## config.mk

```make
export PLATFORM = sky130hd
export DESIGN_NAME = blk_xlate
export DESIGN_NICKNAME = d
export VERILOG_FILES = /design/src/rtl/blk_xlate.sv
export SDC_FILE = /design/constraint.sdc
export NUM_CORES = 1
export LEC_CHECK = 0
export BUFFER_PORTS_ARGS = -buffer_cell sky130_fd_sc_hd__buf_2
export CAP_MARGIN = 20
export CORE_MARGIN = 2
export CORE_UTILIZATION = 40
export DETAILED_ROUTE_END_ITERATION = 7
export GPL_ROUTABILITY_DRIVEN = 0
export SLEW_MARGIN = 10
export SYNTH_ARGS = -nofsm -noshare
export SYNTH_HDL_FRONTEND = slang
export SYNTH_SLANG_ARGS = --single-unit
```

## constraint.sdc

```tcl
create_clock -name clk -period 8.3 [get_ports clk]
set_input_delay 1.245 -clock clk [delete_from_list [all_inputs] [get_ports clk]]
set_output_delay 1.245 -clock clk [all_outputs]
set_load 0.005 [all_outputs]
```

## src/rtl/blk_xlate.sv

```systemverilog
module blk_xlate #(
  parameter int NPAIR = 4
) (
  input  logic        clk,
  input  logic        rst_n,
  input  logic        cfg_we,
  input  logic [3:0]  cfg_addr,
  input  logic [31:0] cfg_wdata,
  output logic [31:0] cfg_rdata,
  input  logic [31:0] acc_ea,
  input  logic        acc_data,
  input  logic        acc_super,
  input  logic        acc_write,
  output logic        xl_hit,
  output logic [35:0] xl_pa,
  output logic        xl_wt,
  output logic        xl_ci,
  output logic        xl_coh,
  output logic        xl_grd,
  output logic        xl_fault
);
  localparam int IDX_W = $clog2(NPAIR);
  localparam int NENT  = 2 * NPAIR;
  localparam int AW    = IDX_W + 2;

  logic [31:0] upr [NENT];
  logic [31:0] lwr [NENT];

  wire [IDX_W:0] cfg_sel = cfg_addr[AW-1:1];

  always_ff @(posedge clk) begin
    if (!rst_n) begin
      for (int k = 0; k < NENT; k++) begin
        upr[k] <= '0;
        lwr[k] <= '0;
      end
    end else if (cfg_we) begin
      if (cfg_addr[0])
        lwr[cfg_sel] <= cfg_addr[AW-1] ? cfg_wdata : (cfg_wdata & ~32'h8);
      else
        upr[cfg_sel] <= cfg_wdata;
    end
  end

  assign cfg_rdata = cfg_addr[0] ? lwr[cfg_sel] : upr[cfg_sel];

  logic [NPAIR-1:0] hv;
  logic [14:0]      msk [NPAIR];

  for (genvar g = 0; g < NPAIR; g++) begin : g_pair
    localparam logic [IDX_W-1:0] GI = IDX_W'(g);
    wire [31:0] u  = upr[{acc_data, GI}];
    wire        ok = acc_super ? u[1] : u[0];
    assign msk[g] = {4'b0, u[12:2]};
    assign hv[g]  = ok && (((acc_ea[31:17] ^ u[31:17]) & ~msk[g]) == 15'd0);
  end

  logic [IDX_W-1:0] win;
  always_comb begin
    win = '0;
    for (int k = NPAIR - 1; k >= 0; k--)
      if (hv[k]) win = IDX_W'(k);
  end

  wire [31:0] wl = lwr[{acc_data, win}];
  wire [14:0] wm = msk[win];

  assign xl_hit   = |hv;
  assign xl_pa    = xl_hit ? {wl[11:9], wl[2], (wl[31:17] & ~wm) | (acc_ea[31:17] & wm), acc_ea[16:0]} : 36'd0;
  assign xl_wt    = xl_hit & wl[6];
  assign xl_ci    = xl_hit & wl[5];
  assign xl_coh   = xl_hit & wl[4];
  assign xl_grd   = xl_hit & wl[3];
  assign xl_fault = xl_hit & ((wl[1:0] == 2'b00) | (acc_write & wl[0]));


  fault_hit_chk: assert property (@(posedge clk) disable iff (!rst_n)
    xl_fault |-> xl_hit);


  instr_grd_chk: assert property (@(posedge clk) disable iff (!rst_n)
    !acc_data |-> !xl_grd);


  miss_zero_chk: assert property (@(posedge clk) disable iff (!rst_n)
    !xl_hit |-> (xl_pa == 36'd0 && !xl_wt && !xl_ci && !xl_coh && !xl_fault));


  rd_hold_chk: assert property (@(posedge clk) disable iff (!rst_n)
    (!$past(cfg_we) && $stable(cfg_addr)) |-> $stable(cfg_rdata));


  xl_hold_chk: assert property (@(posedge clk) disable iff (!rst_n)
    (!$past(cfg_we) && $stable(acc_ea) && $stable(acc_data) && $stable(acc_super)
     && $stable(acc_write)) |-> ($stable(xl_hit) && $stable(xl_pa) && $stable(xl_fault)));
endmodule

```

Word level (Yosys, flattened, before mapping) --
Memories as Yosys holds them, arrays and structs flattened. Cells that the tools add are included.
Word-level totals: flip-flop bits (word level) 0, latch bits 0, memory bits (writable) 512, memory bits (read-only) 0, input bits 74, output and inout port bits 74, memories kept 2
Operators by class: $add $sub $neg 0, multipliers 0, divide/modulo/power cells 0, magnitude comparators 1, equal/unequal tests 0, shift operators 0, multiplexer cells 29, bitwise gates (word level) 24, reductions and logical operators 12
Memories:
- lwr | words 8, bits a word 32, read ports 2, clocked after memory_dff 0, write ports 8, line 27 | logic [31:0] lwr [NENT];
- upr | words 8, bits a word 32, read ports 5, clocked after memory_dff 0, write ports 8, line 26 | logic [31:0] upr [NENT];
Operators by type and width (count):
- two-way mux 32 bit | 3
- AND 15 bit | 6
- OR reduction 32 bit | 2
- zero test 15 bit | 4
- NOT 11 -> 15 bit | 4
- XOR 15 bit | 4
- two-way mux 36 bit | 1
- binary-select mux 15 bit (select 2 bit) | 1
- two-way mux 15 bit | 2
- two-way mux 1 bit | 15
- NOT 15 bit | 1
- bitwise OR 15 bit | 1
- two-way mux 2 bit | 4
- AND 1 bit | 6
- two-way mux 3 bit | 2
- logical AND 1 bit | 4
- two-way mux 4 bit | 1
- OR reduction 4 bit | 1
- >= comparator 3 bit (second input constant) | 1
- NOT 2 -> 3 bit | 1
- zero test 2 bit | 1
- bitwise OR 1 bit | 1

Logic depth before layout (Yosys ltp) --
Gate-level depths: netlist of the first run. An unclocked memory read counts as a cell.
word-level depth 17, mapped depth 16, gate-level depth less buffers 10

Least setup slack after synthesis of the first run --
Ideal clock, no wire load.
path type in2reg, start input cfg_addr[2], end memory upr[0][0] (enable), library setup time 0.511 ns, arrival 5.943 ns, required time 7.789 ns, setup slack 1.847 ns, cell stages on the path 7, buffers on the path 6, cells stage by stage clkbuf_1 clkbuf_1 buf_1 clkbuf_1 clkbuf_1 buf_1 o41ai_1
RTL lines:
- from (decl) | line 7 | input logic [3:0] cfg_addr,
- to (decl) | line 26

Worst setup path after layout of the first run --
start input acc_data, end output xl_pa[26]
Between the ends: word-level cells in the longest chain between the ends 17, elaborated cells on any way between the ends 40, classes of those cells mux: 12; bitwise: 17; reduce/logical: 9; memory: 2
RTL lines:
- from (decl) | line 11 | input logic acc_data,
- memory read (8 x 32 bit)
- XOR 15 bit or NOT 11 -> 15 bit (tied branches) | line 55 | assign hv[g] = ok && (((acc_ea[31:17] ^ u[31:17]) & ~msk[g]) == 15'd0);
- AND 15 bit | line 55
- zero test 15 bit | line 55
- logical AND 1 bit | line 55
- two-way mux 2 bit (4 in series) | line 62 | if (hv[k]) win = IDX_W'(k);
- NOT 2 -> 3 bit (implied by the code) | line 66 | wire [14:0] wm = msk[win];
- binary-select mux 15 bit (select 2 bit) | line 66
- two-way mux 15 bit (implied by the code) (2 in series) | line 66
- NOT 15 bit | line 69 | assign xl_pa = xl_hit ? {wl[11:9], wl[2], (wl[31:17] & ~wm) | (acc_ea[31:17] & wm), acc_ea[16:0]} : 36'd0;
- AND 15 bit | line 69
- bitwise OR 15 bit | line 69
- two-way mux 36 bit * | line 69
- to (decl) | line 15 | output logic [35:0] xl_pa,
Every way passes the cells marked *; elsewhere a longest branch is shown, timed or not. The select of a mux whose other input is x is not followed.

==> results.md, run 1 <==
* Peak VDD IR at 0.000175 V
* Multi-input gate area in the final layout at 11600 um^2
* Effective utilization at floorplan at 40.5%
* Cell at the root of the clock tree: sky130_fd_sc_hd__clkbuf_16
* RSZ-0062 raised after global routing: false
* Cell area after synthesis at 27800 um^2
* Main area contributors after synthesis: sky130_fd_sc_hd__edfxtp_1, sky130_fd_sc_hd__and3_1, sky130_fd_sc_hd__mux4_2, sky130_fd_sc_hd__mux2i_1, sky130_fd_sc_hd__and2_1
* Post-synthesis sequential area ratio at 55.2%
* First-pass GRT wire length at 149000 um
* Sequential standard cell area at 15400 um^2
* Hold WC Path Type: in -> reg
* Data required time at the worst endpoint at 7050 ps
* Horizontal die dimension at 268 um
* Final max-slew violation count at 0
* Number of enable-type register cells in the synthesized netlist at 512
* Critical path launch point: acc_data
* Kind of capture point of the worst setup path: output port
* Total Routing Usage GR at 28.8%
* Slew @ Worst Pin at 1190 ps
* Post-cts repair resize count at 0
* Placed cell areas at 29500 um^2
* Number of CTS-inserted buffers at 54
* Antenna violations before repair at 3
* Pwr/cell area at 200 nW/um^2
* Async S/R FF share, synth at 0%
* CTS tree: built
* Slew headroom at 20.2%
* Buffer depth of the longest clock path at 3
* Final setup viols at 0
* Met3 Wirelength at 10800 um
* Maximum number of pins on one net before global-route repair at 111
* Post-CTS Setup Repair Bufs at 0
* Detailed placement HPWL at 66800 um
* Post-synthesis cell type count at 58
* Number of synthesized register bits at 512
* Total overflow reported by the global router at 0
* Number of placed I/O pins at 148
* First-pass DRT Iterations at 5
* Synthesis-to-layout area growth at 12.1%
* Vias per inst at 6.37
* Number of design-rule violations left by the first detailed-router iteration at 2787
* Fraction of layout cells with a size suffix above 1 at 19.4%
* Clock-pin slew reported for the worst setup and hold paths after clock tree synthesis at 60 ps
* Met2 wire length at 48400 um
* Top Metal Used: met5
* Remaining design rule violation count at 0
* Detailed Route WL at 104000 um
* Worst slack, placed at 996 ps
* Number of filler cells placed in the layout at 6338
* Port Buffer Count at 147
* Final Hold Violating Endpoints at 0
* Vias in the first global route at 20417
* Hold-fix buffer count after cts at 0
* Cell leakage power at 11.8 nW
* Predominant post-synthesis flop cell: sky130_fd_sc_hd__edfxtp_1
* Syn avg cell area at 12.3 um^2
* Crit path setup slack, layout at 768 ps
* Row count at 96
* Worst Setup Path Type: in -> out
* Result of the run: complete, no violations
* Arrival time of data at the critical path endpoint at 6290 ps
* Maximum clock rate at 133 MHz
* Startpoint class of the critical path: input port
* Number of warnings issued by yosys at 0
* Final core utilization at 45.4%
* Minimum clock period at 7530 ps
* Sum of negative setup slack at 0 ps
* Number of cells produced by synthesis at 2267
* Total Die Area at 71700 um^2
* Max-cap viol count at 0
* Cell type contributing the most total cell area after synthesis: sky130_fd_sc_hd__edfxtp_1
* Net count, final at 2379
* Total power at 0.00623 W
* Beginning of the worst hold path: cfg_wdata[13]
* H-tree levels at 2
* Synth top area share at 55.2%
* Count of antenna-violating nets left after detailed routing at 0
* Portion of the clock cycle consumed by the worst path in the final layout at 90.7%
* Vias post-DR at 20862
* Worst-path fanout max at 33
* Area of the core at 68700 um^2
* Mean routed wirelength per cell at 31.7 um
* Chip Height at 268 um
* Clock Sink Count at 512
* Routed length on met1 at 40200 um
* Post-route cell area at 31200 um^2
-- critical path, cell delays in order --
cell and delay [ps]:
sky130_fd_sc_hd__buf_2 600, sky130_fd_sc_hd__buf_4 600, sky130_fd_sc_hd__o211ai_1 170, sky130_fd_sc_hd__o22ai_1 180, sky130_fd_sc_hd__and4_1 300, sky130_fd_sc_hd__nand3_1 210, sky130_fd_sc_hd__a211oi_4 830, sky130_fd_sc_hd__buf_4 650
sky130_fd_sc_hd__nor2_4 230, sky130_fd_sc_hd__a22oi_1 220, sky130_fd_sc_hd__nand2_1 70, sky130_fd_sc_hd__a211oi_1 690, sky130_fd_sc_hd__buf_2 240
-- sequential cells by signal, summed over array words and instances (netlist names) --
register,flops
lwr,256
upr,256
-- final timing paths --
check / endpoint / slack (ps) / depth (start not counted)
min: upr[1][13] / 1110 / 2
max: xl_pa[26] / 770 / 13
-- cell families (layout without fill, tap and decap cells) --
logic type | after synthesis | count (layout) | share of synthesized area, %
buffers and inverters | 256 | 331 | 4.00
AO/OA/AOI/OAI | 367 | 367 | 9.00
XOR/XNOR | 108 | 108 | 3.40
other | 1 | 5 | 0.0135
flip-flops | 512 | 512 | 55.2
AND/OR/NAND/NOR | 760 | 760 | 15.5
multiplexers | 263 | 263 | 12.9
-- placed cells by master, fill, tap and decap left out, types with 5 or more instances in the layout --
| master | n |
|---|---|
| sky130_fd_sc_hd__edfxtp_1 | 512 |
| sky130_fd_sc_hd__and3_1 | 349 |
| sky130_fd_sc_hd__and2_1 | 166 |
| sky130_fd_sc_hd__mux2i_1 | 151 |
| sky130_fd_sc_hd__buf_2 | 144 |
| sky130_fd_sc_hd__xnor2_1 | 104 |
| sky130_fd_sc_hd__nand2_1 | 82 |
| sky130_fd_sc_hd__nor2_1 | 78 |
| sky130_fd_sc_hd__mux4_2 | 72 |
| sky130_fd_sc_hd__buf_4 | 71 |
| sky130_fd_sc_hd__a21oi_1 | 70 |
| sky130_fd_sc_hd__clkbuf_16 | 57 |
| sky130_fd_sc_hd__o21ai_0 | 54 |
| sky130_fd_sc_hd__a22oi_1 | 42 |
| sky130_fd_sc_hd__mux2_2 | 40 |
| sky130_fd_sc_hd__o22ai_1 | 38 |
| sky130_fd_sc_hd__a211oi_1 | 24 |
| sky130_fd_sc_hd__o211ai_1 | 23 |
| sky130_fd_sc_hd__nor2b_1 | 22 |
| sky130_fd_sc_hd__a31oi_1 | 18 |
| sky130_fd_sc_hd__a221oi_1 | 18 |
| sky130_fd_sc_hd__clkinv_1 | 17 |
| sky130_fd_sc_hd__a22o_1 | 15 |
| sky130_fd_sc_hd__inv_1 | 12 |
| sky130_fd_sc_hd__nor3_1 | 10 |
| sky130_fd_sc_hd__o221a_2 | 9 |
| sky130_fd_sc_hd__o32ai_1 | 9 |
| sky130_fd_sc_hd__clkbuf_1 | 9 |
| sky130_fd_sc_hd__nor4_1 | 8 |
| sky130_fd_sc_hd__o21ai_4 | 8 |
| sky130_fd_sc_hd__clkinv_2 | 8 |
| sky130_fd_sc_hd__a2111oi_0 | 7 |
| sky130_fd_sc_hd__nand3_1 | 6 |
| sky130_fd_sc_hd__o221ai_1 | 5 |
| sky130_fd_sc_hd__nor2_2 | 5 |
| sky130_fd_sc_hd__a32oi_1 | 5 |
| sky130_fd_sc_hd__a221o_1 | 5 |
-- synthesized netlist by cell type, types with 15 or more instances --
cell type / number
sky130_fd_sc_hd__xnor2_1: 104
sky130_fd_sc_hd__a211oi_1: 24
sky130_fd_sc_hd__a221oi_1: 18
sky130_fd_sc_hd__a31oi_1: 18
sky130_fd_sc_hd__a22o_1: 15
sky130_fd_sc_hd__a22oi_1: 42
sky130_fd_sc_hd__nor2_1: 86
sky130_fd_sc_hd__nand2_1: 86
sky130_fd_sc_hd__mux4_2: 72
sky130_fd_sc_hd__nor2b_1: 25
sky130_fd_sc_hd__mux2i_1: 151
sky130_fd_sc_hd__o21ai_0: 62
sky130_fd_sc_hd__o211ai_1: 23
sky130_fd_sc_hd__a21oi_1: 71
sky130_fd_sc_hd__mux2_2: 40
sky130_fd_sc_hd__and3_1: 350
sky130_fd_sc_hd__buf_2: 15
sky130_fd_sc_hd__clkbuf_1: 193
sky130_fd_sc_hd__and2_1: 168
sky130_fd_sc_hd__o22ai_1: 38
sky130_fd_sc_hd__buf_1: 17
sky130_fd_sc_hd__edfxtp_1: 512
-- stage by stage --
step	hold WS (ps)	std cells
2_1_floorplan	1440	2270
3_5_place_dp	1740	3178
4_1_cts	1100	3274
5_1_grt	1140	3276
3_3_place_gp	1740	3177
6_report	1110	3277
-- where the power goes --
part | internal, W | switching [W] | leakage [nW] | total, W
logic | 0.000259 | 0.000511 | 6.11 | 0.000770
clock network | 0.00133 | 0.00103 | 0.814 | 0.00236
registers | 0.00300 | 0.000103 | 4.88 | 0.00310
-- cell type report --
| cell class | instances | area share (%) |
|---|---|---|
| sequential | 512 | 49.3 |
| multi-input combinational | 1502 | 37.1 |
| clock buffer | 66 | 4.68 |
| timing repair buffer | 223 | 4.40 |
| tap | 931 | 3.73 |
| clock inverter | 30 | 0.670 |
| inverter | 12 | 0.144 |
| antenna | 1 | 0.00802 |
-- routing by layer --
layer | global-route usage (%) | up-vias
li1 | - | 8688
met3 | 6.18 | 245
met2 | 46.2 | 1364
met1 | 38.1 | 10561
met5 | 0 | -
met4 | 11.6 | 4
Note: power is estimated with default switching activity, not from simulation.
==> run 2: changes to the inputs <==
--- a/config.mk
+++ b/config.mk
@@ -5,13 +5,17 @@
 export SDC_FILE = /design/constraint.sdc
 export NUM_CORES = 1
 export LEC_CHECK = 0
+export ABC_AREA = 1
 export BUFFER_PORTS_ARGS = -buffer_cell sky130_fd_sc_hd__buf_2
 export CAP_MARGIN = 20
+export CELL_PAD_IN_SITES_DETAIL_PLACEMENT = 0
+export CELL_PAD_IN_SITES_GLOBAL_PLACEMENT = 1
 export CORE_MARGIN = 2
 export CORE_UTILIZATION = 40
 export DETAILED_ROUTE_END_ITERATION = 7
 export GPL_ROUTABILITY_DRIVEN = 0
-export SLEW_MARGIN = 10
+export PLACE_DENSITY_LB_ADDON = 0.1
+export SLEW_MARGIN = 40
 export SYNTH_ARGS = -nofsm -noshare
 export SYNTH_HDL_FRONTEND = slang
 export SYNTH_SLANG_ARGS = --single-unit
==> run 2 against run 1 <==
Compared with the run above: routed wire length grew 11%; largest cell class unchanged; utilization grew 0.36 points; final area shrank 2.0%; sequential power is essentially flat; critical path depth grew 5; first-iteration DRC count grew 12%.
==> results.md, run 2 <==
* First-pass DRT Iterations at 6 (+1)
* Sum of negative setup slack at 0 ps (unchanged)
* Cell area after synthesis at 26900 um^2 (-3.5%)
* Detailed placement HPWL at 68700 um (+2.8%)
* Vias per inst at 5.95 (-6.5%)
* Number of CTS-inserted buffers at 58 (+7.4%)
* Most common cell in the synthesized netlist: sky130_fd_sc_hd__nand2_1
* Post-synthesis sequential area ratio at 57.2% (+2.0 points)
* Clock-pin slew reported for the worst setup and hold paths after clock tree synthesis at 60 ps (about the same)
* Horizontal die dimension at 263 um (-1.7%)
* Async S/R FF share, synth at 0% (unchanged)
* Number of design-rule violations left by the first detailed-router iteration at 3129 (+12%)
* Total power at 0.00662 W (+6.2%)
* Number of filler cells placed in the layout at 6526 (+3.0%)
* Cell leakage power at 12.7 nW (+7.5%)
* Post-synthesis cell type count at 46 (-21%)
* H-tree levels at 2 (unchanged)
* First-pass GRT wire length at 164000 um (+10%)
* Remaining design rule violation count at 0 (unchanged)
* Clock Sink Count at 512 (unchanged)
* Buffer depth of the longest clock path at 3 (unchanged)
* Number of synthesized register bits at 512 (unchanged)
* Number of warnings issued by yosys at 0 (unchanged)
* Predominant post-synthesis flop cell: sky130_fd_sc_hd__edfxtp_1
* Chip Height at 263 um (-1.7%)
* Final worst hold slack at 1110 ps (+4.12 ps)
* Beginning of the worst hold path: cfg_wdata[3]
* Data required time at the worst endpoint at 7050 ps (about the same)
* Worst Setup Path Type: in -> out
* Slew @ Worst Pin at 1010 ps (-178 ps)
* Pwr/cell area at 217 nW/um^2 (+8.4%)
* Hold WC Path Type: in -> reg
* Largest registers: lwr (256), upr (256)
* Max-cap viol count at 0 (unchanged)
* Port Buffer Count at 147 (unchanged)
* Net count, final at 3191 (+34%)
* Number of enable-type register cells in the synthesized netlist at 512 (unchanged)
* Arrival time of data at the critical path endpoint at 5530 ps (-760 ps)
* Final max-slew violation count at 0 (unchanged)
* Crit path setup slack, layout at 1530 ps (+758 ps)
* Total overflow reported by the global router at 0 (unchanged)
* Hold-fix buffer count after cts at 0 (unchanged)
* Worst-path fanout max at 87 (+160%)
* Minimum clock period at 6770 ps (-758 ps)
* Number of instances on the worst hold path at 3 (+1)
* Maximum number of pins on one net before global-route repair at 151 (+36%)
* RSZ-0062 raised after global routing: false
* Portion of the clock cycle consumed by the worst path in the final layout at 81.6% (-9.1 points)
* Most common cell after layout, fill and taps aside: sky130_fd_sc_hd__nand2_1
* Commonest non-fill, non-tap cells in the layout: sky130_fd_sc_hd__nand2_1, sky130_fd_sc_hd__nor2_1, sky130_fd_sc_hd__edfxtp_1, sky130_fd_sc_hd__inv_1, sky130_fd_sc_hd__nand3_1
* Post-CTS Setup Repair Bufs at 0 (unchanged)
* Antenna violations before repair at 5 (+2)
* Row count at 95 (-1.0%)
* CTS tree: built
* Final Hold Violating Endpoints at 0 (unchanged)
* Result of the run: complete, no violations
* Antenna diode instance count at 0 (-1)
* Post-cts repair resize count at 0 (unchanged)
* Number of placed I/O pins at 148 (unchanged)
* Cell at the root of the clock tree: sky130_fd_sc_hd__clkbuf_16
* Effective utilization at floorplan at 40.2% (-0.30 points)
* Synthesis-to-layout area growth at 13.8%
* Area of the core at 66800 um^2 (-2.8%)
* Mean routed wirelength per cell at 28.6 um (-10%)
* Worst slack, placed at 1710 ps (+713 ps)
* Count of antenna-violating nets left after detailed routing at 0 (unchanged)
* Number of cells produced by synthesis at 3049 (+34%)
* Multi-input gate area in the final layout at 9560 um^2 (-17%)
* Total Routing Usage GR at 32.8% (+4.1 points)
* Fraction of layout cells with a size suffix above 1 at 11.5% (-7.9 points)
* Final setup viols at 0 (unchanged)
* Main area contributors after synthesis: sky130_fd_sc_hd__edfxtp_1, sky130_fd_sc_hd__nand2_1, sky130_fd_sc_hd__nor2_1, sky130_fd_sc_hd__nand3_1, sky130_fd_sc_hd__inv_1
* Cell type contributing the most total cell area after synthesis: sky130_fd_sc_hd__edfxtp_1
* Synth top area share at 57.2% (+2.0 points)
* Hold Path Sink: upr[0][3]
* Total Die Area at 69300 um^2 (-3.4%)
* Startpoint class of the critical path: input port
* Detailed Route WL at 115000 um (+11%)
* Vias post-DR at 24047 (+15%)
* Kind of capture point of the worst setup path: output port
* Most frequent cells after synthesis: sky130_fd_sc_hd__nand2_1, sky130_fd_sc_hd__nor2_1, sky130_fd_sc_hd__edfxtp_1
* Peak VDD IR at 0.000142 V (-19%)
* Syn avg cell area at 8.81 um^2 (-28%)
* Maximum clock rate at 148 MHz (+11%)
* Sequential standard cell area at 15400 um^2 (unchanged)
* Vias in the first global route at 22843 (+12%)
* Slew headroom at 32.2% (+12 points)
-- run 2: cell types whose count changed in the layout (fill, tap and decap cells not counted), sizes merged, moves of 104 or more --
cell / before / now
nand3: 6 / 245
nand2: 86 / 687
nor2: 87 / 620
inv: 12 / 291
and3: 350 / 0
and2: 169 / 0
xnor2: 104 / 0
mux2i: 151 / 1
-- run 2: report_power, final --
group | total, W | internal [W] | leakage, nW | switching, W
Sequential | 0.00307 | 0.00300 | 4.88 | 0.0000700
Combinational | 0.000733 | 0.000185 | 6.80 | 0.000548
Clock | 0.00282 | 0.00169 | 1.02 | 0.00114
-- run 2: worst max-delay path by stage --
stage | from | endpoint
5_1_grt | acc_data | xl_pa[27]
2_1_floorplan | acc_data | xl_coh
3_5_place_dp | acc_data | xl_pa[27]
6_report | acc_data | xl_pa[27]
3_3_place_gp | acc_data | xl_pa[20]
4_1_cts | acc_data | xl_pa[27]
-- run 2: worst max-delay path: stages --
cell	delay, ps
sky130_fd_sc_hd__buf_6	470
sky130_fd_sc_hd__clkinv_2	300
sky130_fd_sc_hd__buf_12	320
sky130_fd_sc_hd__o21ai_1	610
sky130_fd_sc_hd__nand2_1	100
sky130_fd_sc_hd__nor2_1	290
sky130_fd_sc_hd__nor2_1	100
sky130_fd_sc_hd__nand2_1	80
sky130_fd_sc_hd__nor2_1	60
sky130_fd_sc_hd__a21oi_2	190
sky130_fd_sc_hd__inv_1	140
sky130_fd_sc_hd__nor2_4	410
sky130_fd_sc_hd__inv_2	500
sky130_fd_sc_hd__nand2_1	230
sky130_fd_sc_hd__inv_2	40
sky130_fd_sc_hd__nand2_1	150
sky130_fd_sc_hd__inv_1	60
sky130_fd_sc_hd__buf_2	120
-- run 2: final cells by class --
class | count | share of cell area, %
Sequential cell | 512 | 50.3
Multi-Input combinational cell | 2029 | 31.3
Clock buffer | 66 | 4.98
Timing Repair Buffer | 215 | 4.46
Inverter | 301 | 3.70
Tap cell | 873 | 3.57
Clock inverter | 44 | 1.75
-- run 2: through the flow --
stage	instance area (um^2)	cells	utilization (%)
after CTS	30600	4040	45.8
after detailed placement	28500	3930	42.7
after global routing	30600	4040	45.8
final	30600	4040	45.8
after global placement	28400	3927	42.5
after floorplan	26900	3052	-
-- run 2: cells by family (layout without fill, tap and decap cells) --
kind of cell	after synthesis	after routing	synth area share (%)
flops	512	512	57.2
xor+xnor	3	3	0.0978
mux	1	1	0.0373
other cells	1	4	0.0140
compound gates	424	424	10.9
buf+inv	511	626	7.83
simple gates	1597	1597	24.0
-- run 2: layer usage --
metal | part of all wire, % | vias to the layer above | track usage, %
met5 | 0.035 | - | 0
met3 | 11 | 221 | 5.68
met2 | 45 | 1519 | 52.4
met1 | 41 | 11828 | 46.1
met4 | 2.9 | 6 | 9.27
li1 | - | 10473 | -
